[src/rtl/scan_pkg.sv]
package scan_pkg;
    typedef enum logic [1:0] {
        SC_OFF   = 2'd0,
        SC_DRIVE = 2'd1,
        SC_GAP   = 2'd2
    } scan_state_e;
endpackage

[src/rtl/scan_prediv.sv]
module scan_prediv #(
    parameter int DIV = 64
) (
    input  logic                     clk,
    input  logic                     rst_n,
    input  logic                     clr,
    input  logic                     en,
    output logic [$clog2(DIV)-1:0]   cnt,
    output logic                     wrap
);
    localparam int W = $clog2(DIV);
    localparam logic [W-1:0] LAST = W'(DIV - 1);

    assign wrap = en && (cnt == LAST);

    always_ff @(posedge clk or negedge rst_n) begin
        if (!rst_n)
            cnt <= '0;
        else if (clr)
            cnt <= '0;
        else if (en)
            cnt <= wrap ? '0 : cnt + 1'b1;
    end

    // an edge without a counted tick leaves the pre-divider unchanged
    a_r1_hold_no_tick: assert property (@(posedge clk) disable iff (!rst_n)
        (!en && !clr) |=> $stable(cnt));
endmodule

[src/rtl/scan_mux_ctr.sv]
module scan_mux_ctr #(
    parameter int NCHAR = 8
) (
    input  logic                       clk,
    input  logic                       rst_n,
    input  logic                       clr,
    input  logic                       step,
    output logic [$clog2(NCHAR)-1:0]   idx,
    output logic [NCHAR-1:0]           dec
);
    localparam int W = $clog2(NCHAR);
    localparam logic [W-1:0] LAST = W'(NCHAR - 1);

    always_ff @(posedge clk or negedge rst_n) begin
        if (!rst_n)
            idx <= '0;
        else if (clr)
            idx <= '0;
        else if (step)
            idx <= (idx == LAST) ? '0 : idx + 1'b1;
    end

    for (genvar k = 0; k < NCHAR; k++) begin : g_dec
        assign dec[k] = (idx == W'(k));
    end

    // every advance moves to the next position in ascending order
    a_r4_ascending: assert property (@(posedge clk) disable iff (!rst_n)
        (step && !clr && idx != LAST) |=> (idx == W'($past(idx) + 1)));
    // the last position wraps back to the first
    a_r4_wrap: assert property (@(posedge clk) disable iff (!rst_n)
        (step && !clr && idx == LAST) |=> (idx == '0));
endmodule

[src/rtl/scan_fsm.sv]
module scan_fsm
    import scan_pkg::*;
#(
    parameter int DIV     = 64,
    parameter int GAP_LEN = 2
) (
    input  logic                     clk,
    input  logic                     rst_n,
    input  logic                     tick,
    input  logic                     shutdown,
    input  logic [$clog2(DIV)-1:0]   pre_cnt,
    output scan_state_e              state,
    output logic                     run,
    output logic                     gap_blank
);
    localparam int W = $clog2(DIV);
    localparam logic [W-1:0] GAP_ENTRY = W'(DIV - GAP_LEN - 1);
    localparam logic [W-1:0] GAP_FIRST = W'(DIV - GAP_LEN);
    localparam logic [W-1:0] PRE_LAST  = W'(DIV - 1);

    scan_state_e nxt;

    always_comb begin
        nxt = state;
        if (shutdown) begin
            nxt = SC_OFF;
        end else begin
            unique case (state)
                SC_OFF:   nxt = SC_DRIVE;
                SC_DRIVE: if (tick && pre_cnt == GAP_ENTRY) nxt = SC_GAP;
                SC_GAP:   if (tick && pre_cnt == PRE_LAST)  nxt = SC_DRIVE;
                default:  nxt = SC_OFF;
            endcase
        end
    end

    always_ff @(posedge clk or negedge rst_n) begin
        if (!rst_n)
            state <= SC_DRIVE;
        else
            state <= nxt;
    end

    always_comb begin
        run       = (state != SC_OFF) && !shutdown;
        gap_blank = (state != SC_DRIVE);
    end

    // the gap state coincides with the final pre-divider counts
    a_r2_gap_window: assert property (@(posedge clk) disable iff (!rst_n)
        (state == SC_GAP) == (pre_cnt >= GAP_FIRST));
    // shutdown at an edge leaves the pre-divider cleared
    a_r6_cleared: assert property (@(posedge clk) disable iff (!rst_n)
        shutdown |=> (pre_cnt == '0));
    // the first edge after release restarts without counting
    a_r8_restart: assert property (@(posedge clk) disable iff (!rst_n)
        (state == SC_OFF && !shutdown) |=> (state == SC_DRIVE && pre_cnt == '0));
endmodule

[src/rtl/scan_timer_top.sv]
module scan_timer_top
    import scan_pkg::*;
#(
    parameter int DIV     = 64,
    parameter int NCHAR   = 8,
    parameter int GAP_LEN = 2
) (
    input  logic                       clk,
    input  logic                       rst_n,
    input  logic                       tick_i,
    input  logic                       shutdown_i,
    input  logic                       full_in_i,
    output logic [NCHAR-1:0]           char_sel_o,
    output logic [$clog2(NCHAR)-1:0]   rd_addr_o,
    output logic                       blank_o,
    output logic                       full_out_o
);
    localparam int PW = $clog2(DIV);
    localparam int AW = $clog2(NCHAR);

    logic [PW-1:0]    pre_cnt;
    logic             pre_wrap;
    logic             run;
    logic             gap_blank;
    logic [AW-1:0]    idx;
    logic [NCHAR-1:0] dec;
    scan_state_e      state;

    scan_fsm #(.DIV(DIV), .GAP_LEN(GAP_LEN)) u_fsm (
        .clk       (clk),
        .rst_n     (rst_n),
        .tick      (tick_i),
        .shutdown  (shutdown_i),
        .pre_cnt   (pre_cnt),
        .state     (state),
        .run       (run),
        .gap_blank (gap_blank)
    );

    scan_prediv #(.DIV(DIV)) u_prediv (
        .clk   (clk),
        .rst_n (rst_n),
        .clr   (!run),
        .en    (run && tick_i),
        .cnt   (pre_cnt),
        .wrap  (pre_wrap)
    );

    scan_mux_ctr #(.NCHAR(NCHAR)) u_mux (
        .clk   (clk),
        .rst_n (rst_n),
        .clr   (!run),
        .step  (pre_wrap),
        .idx   (idx),
        .dec   (dec)
    );

    always_comb begin
        blank_o    = shutdown_i || gap_blank;
        char_sel_o = blank_o ? '0 : dec;
        rd_addr_o  = idx;
        full_out_o = full_in_i && !shutdown_i;
    end

    // at most one position is lit, and exactly one outside blanking
    a_r3_onehot: assert property (@(posedge clk) disable iff (!rst_n)
        blank_o ? (char_sel_o == '0) : $onehot(char_sel_o));
    // the lit position matches the read address
    a_r5_addr_align: assert property (@(posedge clk) disable iff (!rst_n)
        !blank_o |-> char_sel_o[rd_addr_o]);
    // while shutdown holds, the position counter stays cleared
    a_r6_idx_held: assert property (@(posedge clk) disable iff (!rst_n)
        shutdown_i |=> (rd_addr_o == '0));
    // status is masked in shutdown
    a_r7_mask: assert property (@(posedge clk) disable iff (!rst_n)
        shutdown_i |-> !full_out_o);
    // the machine never holds an unused encoding
    a_r9_legal_state: assert property (@(posedge clk) disable iff (!rst_n)
        state inside {SC_OFF, SC_DRIVE, SC_GAP});
endmodule

[config.mk]
export PLATFORM = sky130hd
export DESIGN_NAME = scan_timer_top
export DESIGN_NICKNAME = d
export VERILOG_FILES = /design/src/rtl/scan_pkg.sv /design/src/rtl/scan_prediv.sv /design/src/rtl/scan_mux_ctr.sv /design/src/rtl/scan_fsm.sv /design/src/rtl/scan_timer_top.sv
export SDC_FILE = /design/constraint.sdc
export NUM_CORES = 1
export LEC_CHECK = 0
export BUFFER_PORTS_ARGS = -buffer_cell sky130_fd_sc_hd__buf_2
export CAP_MARGIN = 20
export CELL_PAD_IN_SITES_DETAIL_PLACEMENT = 1
export CELL_PAD_IN_SITES_GLOBAL_PLACEMENT = 2
export CORE_AREA = 2 2 52 54
export CTS_BUF_LIST = sky130_fd_sc_hd__clkbuf_2
export DETAILED_ROUTE_END_ITERATION = 6
export DIE_AREA = 0 0 54 56
export HOLD_SLACK_MARGIN = 0.06
export MAX_ROUTING_LAYER = met4
export PLACE_DENSITY_LB_ADDON = 0.3
export SETUP_SLACK_MARGIN = 0.4
export SLEW_MARGIN = 20
export SYNTH_ARGS = -nofsm -noshare
export SYNTH_HDL_FRONTEND = slang
export SYNTH_SLANG_ARGS = --single-unit
[constraint.sdc]
create_clock -name clk -period 2.25 [get_ports clk]
set_input_delay 0 -clock clk [delete_from_list [all_inputs] [get_ports clk]]
set_output_delay 0 -clock clk [all_outputs]
set_load 0.01 [all_outputs]
# Word level (Yosys, flattened, before mapping)
# Cells that the tools add are included.
classes:
  n_addsub: 2
  eq_ne: 16
  reduce_logical: 12
  mux: 11
ops:
  columns: ["cell", "n"]
  rows:
  - ["2-to-1 mux 6 bit", 3]
  - ["== test 3 bit (second input constant)", 4]
  - ["== test 6 bit (second input constant)", 2]
  - ["2-to-1 mux 3 bit", 3]
  - ["2-to-1 mux 8 bit", 1]
  - ["adder 6 x 1 -> 6 bit (second input constant)", 1]
  - ["== test 3 x 2 -> 1 bit (second input constant)", 2]
  - ["logical AND 1 bit", 6]
  - ["2-to-1 mux 2 bit", 3]
  - ["inequality test 2 x 1 -> 1 bit (second input constant)", 3]
  - ["inequality test 3 x 2 -> 1 bit (second input constant)", 2]
  - ["one-hot mux 2 bit (3 select lines)", 1]
  - ["adder 3 x 1 -> 3 bit (second input constant)", 1]
  - ["== test 3 x 1 -> 1 bit (second input constant)", 1]
  - ["zero test 3 bit", 1]
  - ["== test 2 x 1 -> 1 bit (second input constant)", 1]
  - ["== test 2 bit (second input constant)", 1]
  - ["zero test 2 bit", 1]
  - ["AND reduction 2 bit", 1]
  - ["nonzero test 2 bit", 1]
  - ["zero test 1 bit", 1]
  - ["logical OR 1 bit", 1]
totals:
  wordCells: 44
  register_bits: 11

# Depth between registers and ports, before layout
# Gate-level depths: netlist of the first run.
depth:
  depth_word: 7
  depth_mapped: 4
  depth_no_buf: 4

# Hierarchy
# From an unflattened synthesis of the first run, not the netlist that was laid out.
unflattened:
  hier_cells: 86
  area_unflattened_um2: 835.8
modules_own_cells:
  columns: ["mod", "cells_per_inst", "instances", "area_each_um2"]
  rows:
  - ["scan_prediv", 32, 1, 320.3]
  - ["scan_mux_ctr", 25, 1, 246.5]
  - ["scan_timer_top", 14, 1, 145.1]
  - ["scan_fsm", 15, 1, 123.9]

# Worst setup path after synthesis of the first run
# No wires, ideal clock.
synth_path:
  path_type: "register to register"
  startpoint: "reg u_mux.idx[0]"
  endpoint: "reg u_mux.idx[0]"
  t_arrival_ns: 1.444
  slack_ns: 0.725
  required_time_ns: 2.170
  path_buffers: 0
  setup_ns: 0.080
  synth_period_minus_slack_ns: 1.525
  stages_incl_launch_ff: 5
  path_cell_list: "dfrtp_1 ha_1 ha_1 or4_1 a21oi_1"
synth_between:
  elab_chain_cells: 4
  elab_cells_between_ends: 5
synth_rtl:
  columns: ["item", "line_no", "rtl"]
  rows:
  - ["start: declaration", "scan_mux_ctr.sv:8", "output logic [$clog2(NCHAR)-1:0] idx,"]
  - ["start signal: assignment", "scan_mux_ctr.sv:20", "idx <= (idx == LAST) ? '0 : idx + 1'b1;"]
  - ["adder 3 x 1 -> 3 bit / == test 3 bit (equally long branches)", "scan_mux_ctr.sv:20", null]
  - ["2-to-1 mux 3 bit *", "scan_mux_ctr.sv:20", null]
  - ["2-to-1 mux 3 bit *", "scan_mux_ctr.sv:19", "else if (step)"]
  - ["2-to-1 mux 3 bit *", "scan_mux_ctr.sv:17", "else if (clr)"]
# Every way passes the cells marked *; elsewhere a longest branch is shown, timed or not. The select of a mux whose other input is x is not followed.
# A chain may end at the register's enable or synchronous reset.

# Worst setup path in the final report of the first run
# Ends and elaborated chain as after synthesis.

==> flow_metrics.tcl, run 1 <==
set metrics [dict create \
    power_mw 0.355 \
    ant_nets 0 \
    gr-total-overflow 0 \
    maxCapViolCount 0 \
    synth_cell_types 26 \
    status "finished, final reports clean" \
    worstSetupPathType "register to register" \
    gp_congestion 0.670 \
    timing.fmax_ghz 0.625 \
    cts_sinks 11 \
    routed_wl_um 1670 \
    clk_latency_ns 0.25 \
    io_pins 18 \
    placed_cell_area_um2 832 \
    cp_common_cell "ha_1" \
    cp_max_fo 6 \
    num_vias 626 \
    start_util_pct 29.2 \
    placed_cells 121 \
    finalHoldViolations 0 \
    ys.warnings.count 0 \
    final_area_um2 877 \
    diodes 0 \
    whs_ns 0.127 \
    worstHoldPathType "primary input to asynchronous set/reset pin" \
    die_h_um 56 \
    track_usage_pct 12.8 \
    required_ns 2.44 \
    yosysSeqAreaShare_pct 39.0 \
    tns_ns 0 \
    startpoint_type "register" \
    grt_pass1_wl_um 2890 \
    fin_cells 127 \
    drt_iter0_drc 6 \
    h-tree-depth 1 \
    grt_max_degree 12 \
    avgSynthCellArea_um2 9.59 \
    rsz0062_at_grt "false" \
    worst_slew_pin_slew_ns 0.729 \
    path_clk_slew_ns 0.11 \
    cts-root-buf "clkbuf_2" \
    critical-path-top-delay-family "simple AND/OR/NAND/NOR gates" \
    coreArea_mm2 0.00243 \
    synth_cells 74 \
    crit_chain "ha_1, ha_1, or4_1, a21oi_1" \
    clockBufferDepth 2 \
    critPathBufInv 0 \
    critical_path.slowest_cell "or4_1" \
    dieArea_mm2 0.00302 \
    end_kind "register" \
    finClkSkew_ns 0.00373 \
    slowest_delay_ns 0.50 \
    cts_tree "done" \
    fin_ws_ns 0.651 \
    remaining_drc_errors 0 \
    layout.nets 111 \
    wl_per_cell_um 13.2 \
    drive_gt1_share_pct 25.8 \
    slew_headroom_pct 51.3 \
    fin_util_pct 36.1 \
    grt_pass1_vias 676 \
    numPortBuffers 17 \
    post-place-ws_ns 0.661 \
    drt_first_pass_iters 2 \
    synthesis.nets 87 \
    final.fill_count 290 \
    vdd_drop_max_mv 0.306 \
    synth_area_um2 709 \
    cp.arrival_ns 1.79 \
    areaGrowthSynthToFinish_pct 23.6 \
    min_period_ns 1.60 \
    drv_slew 0 \
    finalSetupViolations 0 \
    vias_per_cell 4.93 \
    hpwlAfterDp_um 1300 \
    dieWidth_um 54 \
    power.density_mw_per_mm2 405 \
    cts_buffers 3 \
    ys_seq_elements 11 \
    num_rows 18 \
    antenna_found_initial 0 \
    min_period_over_period_pct 71.1 \
    p_leak_nw 0.442 \
]
power breakdown:
part           total, mW  switching, mW  internal, mW  leakage [nW]
clock network      0.114         0.0671        0.0472        0.0166
registers          0.205        0.00324         0.201         0.150
logic             0.0361         0.0212        0.0149         0.276
final cells by class:
type                            instances  area (µm²)  area share, %
Multi-Input combinational cell         57         415           47.4
Sequential cell                        11         277           31.5
Timing Repair Buffer                   19         105           12.0
Tap cell                               30        37.5           4.28
Inverter                                6        22.5           2.57
Clock buffer                            4        20.0           2.28
worst paths after layout:
check                                 from         endpoint  slack [ns]  cells past startpoint
min reg2reg                u_prediv.cnt[5]  u_prediv.cnt[5]        0.60                      2
min in group clk                    tick_i  u_prediv.cnt[0]        0.15                      3
max reg2reg                   u_mux.idx[0]     u_mux.idx[0]        0.65                      4
max in group asynchronous            rst_n   u_fsm.state[0]        1.85                      2
max                           u_mux.idx[0]     u_mux.idx[0]        0.65                      4
min                                  rst_n  u_prediv.cnt[4]        0.13                      2
metal layers:
layer  GRT usage [%]  wire length [µm]  vias up
met5               -                 0        -
met2            20.9               803       19
li1                -                 -      310
met4            5.36                12        0
met3            1.61               102        2
met1            15.6               754      295
worst register-to-register path, delay by kind of cell, from the launching register on:
kind,cells,cell delay [ns]
AND/OR/NAND/NOR,1,0.50
AO/OA/AOI/OAI,1,0.13
adder cells (fa/ha/maj),2,0.44
flip-flops,1,0.46
synth_stat cells:
cell type / n / area share [%]
nor2b_1: 2 / 1.8
nand2_1: 3 / 1.6
ha_1: 8 / 14
a22o_1: 1 / 1.2
a21oi_1: 5 / 3.5
o21ai_0: 5 / 3.5
and4_1: 1 / 1.2
o21bai_1: 1 / 1.1
nand4_1: 3 / 2.6
and2_1: 2 / 1.8
or3_1: 1 / 0.88
nand3_1: 1 / 0.70
nor3_1: 1 / 0.70
o31ai_1: 1 / 1.1
xor2_1: 3 / 3.7
dfrtp_1: 10 / 35
nor2_1: 6 / 3.2
nor3b_1: 1 / 1.1
inv_1: 6 / 3.2
or4_1: 2 / 2.1
nand2b_1: 1 / 0.88
dfstp_2: 1 / 3.7
mux2_2: 1 / 1.6
o32ai_1: 1 / 1.2
and3_1: 6 / 5.3
nand4_4: 1 / 3.0
registers in the layout (all words and copies together), names as in the netlist:
register      count
u_prediv.cnt      6
u_fsm.state       2
u_mux.idx         3
placed cells by master (no fill, tap or decap), types with 3 or more instances in the layout:
master,count
o21ai_0,5
nor2_1,6
ha_1,8
inv_1,6
buf_2,17
dfrtp_1,10
and3_1,6
a21oi_1,5
clkbuf_2,4
xor2_1,3
nand2_1,3
nand4_1,3
timing repair:
item / 4_1_cts / 5_1_grt
setup buffers: 0 / 0
hold endpoints to repair: 12 / 0
gates resized for setup: 0 / 1
hold buffers: 2 / 0
setup endpoints to repair: 0 / 9
cell families (layout without fill, tap and decap cells):
kind of cell    Yosys count  after routing  synth area share (%)
fa+ha+maj                 8              8                  14.1
buf+inv                   6             29                  3.17
mux                       1              1                  1.59
compound gates           14             14                  11.6
simple gates             31             31                  26.8
flops                    11             11                  39.0
xor+xnor                  3              3                  3.70
Note: power is estimated with default switching activity, not from simulation.
==> inputs of run 2 (changes only) <==
==> constraint.sdc (replaced) <==
create_clock -name clk -period 1.5 [get_ports clk]
set_input_delay 0 -clock clk [delete_from_list [all_inputs] [get_ports clk]]
set_output_delay 0 -clock clk [all_outputs]
set_load 0.01 [all_outputs]
==> flow_metrics.tcl, run 2 (synthesis gave the netlist of run 1 again) <==
set metrics [dict create \
    slowest_delay_ns 0.56 \
    diodes 0 \
    track_usage_pct 15.3 \
    finalHoldViolations 0 \
    power_mw 0.600 \
    final_common_cell "buf_6" \
    p_leak_nw 0.604 \
    drt_iter0_drc 2 \
    end_kind "output port" \
    critical_path.slowest_cell "dfstp_2" \
    drv_slew 0 \
    slew_headroom_pct 81.7 \
    worst_slew_pin_slew_ns 0.274 \
    critical-path-top-delay-family "flip-flops" \
    cts-root-buf "clkbuf_2" \
    gr-total-overflow 0 \
    layout.nets 136 \
    whs_ns 0.114 \
    num_rows 18 \
    cp.arrival_ns 1.46 \
    maxCapViolCount 0 \
    status "finished, final reports clean" \
    power.density_mw_per_mm2 460 \
    required_ns 1.50 \
    hpwlAfterDp_um 1340 \
    timing.fmax_ghz 0.685 \
    worstHoldPathType "primary input to asynchronous set/reset pin" \
    start_util_pct 29.2 \
    wl_per_cell_um 13.9 \
    finalSetupViolations 0 \
    critPathBufInv 2 \
    worstSetupPathType "register to output port" \
    path_clk_slew_ns 0.13 \
    io_pins 18 \
    remaining_drc_errors 0 \
    clk_latency_ns 0.27 \
    grt_pass1_vias 743 \
    vias_per_cell 4.81 \
    grt_max_degree 12 \
    clockBufferDepth 2 \
    ant_nets 0 \
    drt_first_pass_iters 3 \
    startpoint_type "register" \
    regMostFlops "u_prediv.cnt" \
    min_period_ns 1.46 \
    num_vias 731 \
    rsz0062_at_grt "true" \
    finClkSkew_ns 0.00266 \
    gp_congestion 0.712 \
    routed_wl_um 2120 \
    dieArea_mm2 0.00302 \
    antenna_found_initial 0 \
    grt_pass1_wl_um 3390 \
    numPortBuffers 17 \
    largest_reg_flops 6 \
    dieWidth_um 54 \
    coreArea_mm2 0.00243 \
    cts_sinks 11 \
    reg_top3 "u_prediv.cnt (6), u_mux.idx (3), u_fsm.state (2)" \
    areaGrowthSynthToFinish_pct 84.1 \
    h-tree-depth 1 \
    cts_buffers 3 \
    die_h_um 56 \
    final_cell_mix "buf_6, buf_2, buf_4, dfrtp_1, ha_4" \
    cts_tree "done" \
    cp_max_fo 4 \
    min_period_over_period_pct 97.4 \
    drive_gt1_share_pct 63.9 \
    crit_chain "nor3b_4, buf_2, and3_4, buf_6" \
    vdd_drop_max_mv 0.404 \
]
-- run 2: changes by cell type in the layout (fill, tap and decap cells not counted), sizes merged --
cell	delta
buf	+25
-- run 2: worst register-to-register path: stages (launching register included) --
cell and delay [ns]:
dfrtp_2 0.45, ha_4 0.19, ha_4 0.15, or4_4 0.47, a21oi_2 0.12
-- run 2: report_power, final --
| part | internal [mW] | switching (mW) |
|---|---|---|
| clock | 0.0707 | 0.115 |
| combinational | 0.0577 | 0.0510 |
| sequential | 0.302 | 0.00401 |
-- run 2: routing by layer --
layer | track usage [%] | vias up | share of wire, %
met5 | - | - | 0
met4 | 3.21 | 0 | 0.99
met3 | 2.42 | 3 | 2.7
met2 | 25.6 | 15 | 53
met1 | 18.9 | 350 | 44
li1 | - | 363 | -
-- run 2: final cells by class --
type                       instances  area (µm²)
sequential                        11         280
fill                             270        1130
clock buffer                       4        20.0
timing repair buffer              44         362
multi-input combinational         57         582
tap                               30        37.5
inverter                           6        25.0
-- run 2: path summary, 6_finish.rpt --
path	from	endpoint	slack, ns	depth (start not counted)
max	u_fsm.state[0]	char_sel_o[4]	0.04	4
max in group asynchronous	rst_n	u_fsm.state[0]	1.12	2
min	rst_n	u_prediv.cnt[1]	0.11	2
min in group clk	shutdown_i	u_fsm.state[0]	0.11	3
max reg2reg	u_mux.idx[1]	u_mux.idx[0]	0.05	4
min reg2reg	u_mux.idx[2]	u_mux.idx[2]	0.63	2
-- run 2: stage by stage --
step | utilization, % | worst slack [ns] | TNS [ns] | instances | area, µm²
final | 53.7 | 0.0393 | 0 | 152 | 1310
after global routing | 53.7 | -0.0201 | -0.0409 | 152 | 1310
after CTS | 47.2 | 0.0467 | 0 | 147 | 1150
after detailed placement | 38.8 | 0.0231 | 0 | 130 | 943
after global placement | 38.8 | 0.0672 | 0 | 130 | 943
after floorplan | - | 0.0738 | 0 | 74 | 753
-- run 2: what timing repair did --
item                                   CTS  global route
endpoints found under the hold margin   12             0
setup endpoints to repair               18            20
resized for setup                       22            24
gates cloned                             1             0
pin swaps                               12            17
hold buffers                             2             0
buffers inserted                        10             5
==> inputs of run 3 (changes only) <==
==> constraint.sdc (replaced) <==
create_clock -name clk -period 1.75 [get_ports clk]
set_input_delay 0.2625 -clock clk [delete_from_list [all_inputs] [get_ports clk]]
set_output_delay 0.2625 -clock clk [all_outputs]
set_load 0.01 [all_outputs]
==> flow_metrics.tcl, run 3 (synthesis gave the netlist of run 1 again) <==
set metrics [dict create \
    regArea_um2 280 \
    grt_pass1_vias 676 \
    grt_max_degree 12 \
    worst_slew_pin_slew_ns 0.269 \
    cts_buffers 3 \
    crit_chain "nor3b_4, and3_1, buf_2" \
    drv_slew 0 \
    multi_input_area_um2 503 \
    rsz0062_at_grt "true" \
    dieWidth_um 54 \
    end_kind "output port" \
    vias_per_cell 5.00 \
    io_pins 18 \
    coreArea_mm2 0.00243 \
    clk_latency_ns 0.27 \
    diodes 0 \
    maxCapViolCount 0 \
    hpwlAfterDp_um 1320 \
    wl_per_cell_um 14.2 \
    dieArea_mm2 0.00302 \
    worstSetupPathType "register to output port" \
    slew_headroom_pct 81.9 \
    power.density_mw_per_mm2 476 \
    critical_path.slowest_cell "dfstp_2" \
    cts_sinks 11 \
    fin_util_pct 41.3 \
    final_common_cell "buf_2" \
    gp_congestion 0.732 \
    placed_cells 122 \
    die_h_um 56 \
    areaGrowthSynthToFinish_pct 41.4 \
    final.fill_count 298 \
    drt_iter0_drc 6 \
    rr_startpoint "u_mux.idx[1]" \
    cts-root-buf "clkbuf_2" \
    slowest_delay_ns 0.57 \
    required_ns 1.49 \
    vdd_drop_max_mv 0.315 \
    h-tree-depth 1 \
    largest_reg_flops 6 \
    drive_gt1_share_pct 44.7 \
    antenna_found_initial 0 \
    fin_cells 133 \
    finClkSkew_ns 0.0114 \
    status "finished, final reports clean" \
    timing.fmax_ghz 0.597 \
    cp-startpoint "u_fsm.state[0]" \
    p_leak_nw 0.467 \
    startpoint_type "register" \
    drt_first_pass_iters 2 \
    rrSetupSlack_ns 0.27 \
    path_clk_slew_ns 0.12 \
    num_rows 18 \
    remaining_drc_errors 0 \
    min_period_ns 1.68 \
    track_usage_pct 14.6 \
    numPortBuffers 17 \
    cp_max_fo 5 \
    cp.arrival_ns 1.41 \
    min_period_over_period_pct 95.7 \
    hold_depth 2 \
    hp-start "shutdown_i" \
    finalSetupViolations 0 \
    regMostFlops "u_prediv.cnt" \
    whs_endpoint "u_fsm.state[1]" \
    reg2reg_depth 4 \
    gr-total-overflow 0 \
    layout.nets 117 \
    reg_top3 "u_prediv.cnt (6), u_mux.idx (3), u_fsm.state (2)" \
    worst_r2r_endpoint "u_mux.idx[0]" \
    ant_nets 0 \
    clockBufferDepth 2 \
    finalHoldViolations 0 \
    start_util_pct 29.2 \
    worstHoldPathType "primary input to register" \
    num_vias 665 \
    grt_pass1_wl_um 3100 \
    routed_wl_um 1890 \
    final_cell_mix "buf_2, dfrtp_1, and3_1, nor2_1, buf_4" \
    cts_tree "done" \
]
## run 3: final cells by class
cell class / count / area share (%)
Timing Repair Buffer: 24 / 14.0
Clock buffer: 4 / 2.00
Sequential cell: 11 / 27.9
Inverter: 6 / 2.24
Multi-Input combinational cell: 58 / 50.1
Tap cell: 30 / 3.74
## run 3: worst max path at each step
| stage | to |
|---|---|
| floorplan | u_mux.idx[0] |
| global placement | u_mux.idx[0] |
| detailed placement | char_sel_o[1] |
| CTS | char_sel_o[1] |
| global route | char_sel_o[1] |
| finish | char_sel_o[1] |
## run 3: worst max-delay path: cells and delay by family, from the launching register on
kind                   cells  cell delay (ns)
DFF                        1             0.57
and+or+nand+nor            2             0.44
buffers and inverters      1             0.13
## run 3: layer usage
layer / vias up / GRT usage, % / wire (µm)
met5: - / - / 0
li1: 324 / - / -
met4: 0 / 7.50 / 42
met2: 16 / 23.9 / 941
met1: 320 / 16.4 / 829
met3: 5 / 2.69 / 81
## run 3: where the power goes
group | total (mW) | leakage, nW | internal [mW] | switching [mW]
Sequential | 0.261 | 0.145 | 0.259 | 0.00249
Clock | 0.154 | 0.0166 | 0.0606 | 0.0931
Combinational | 0.0622 | 0.306 | 0.0287 | 0.0335
## run 3: per-stage QoR
step	instance area, µm²	hold slack (ns)	setup slack [ns]	power [mW]	setup TNS, ns
after floorplan	733	-0.0331	0.286	0.289	0
after global placement	863	0.151	0.243	0.314	0
after detailed placement	863	0.153	0.195	0.315	0
after CTS	991	0.300	0.0402	0.487	0
after global routing	1000	0.290	-0.0209	0.508	-0.0384
final	1000	0.314	0.0744	0.477	0
## run 3: timing repair
| action | CTS | global route |
|---|---|---|
| gates resized for setup | 10 | 3 |
| pin swaps | 7 | 7 |
| setup buffers | 5 | 0 |
| cloned | 1 | 0 |
| endpoints found under the setup margin | 13 | 12 |
| hold buffers | 1 | 0 |
| hold endpoints to repair | 10 | 0 |
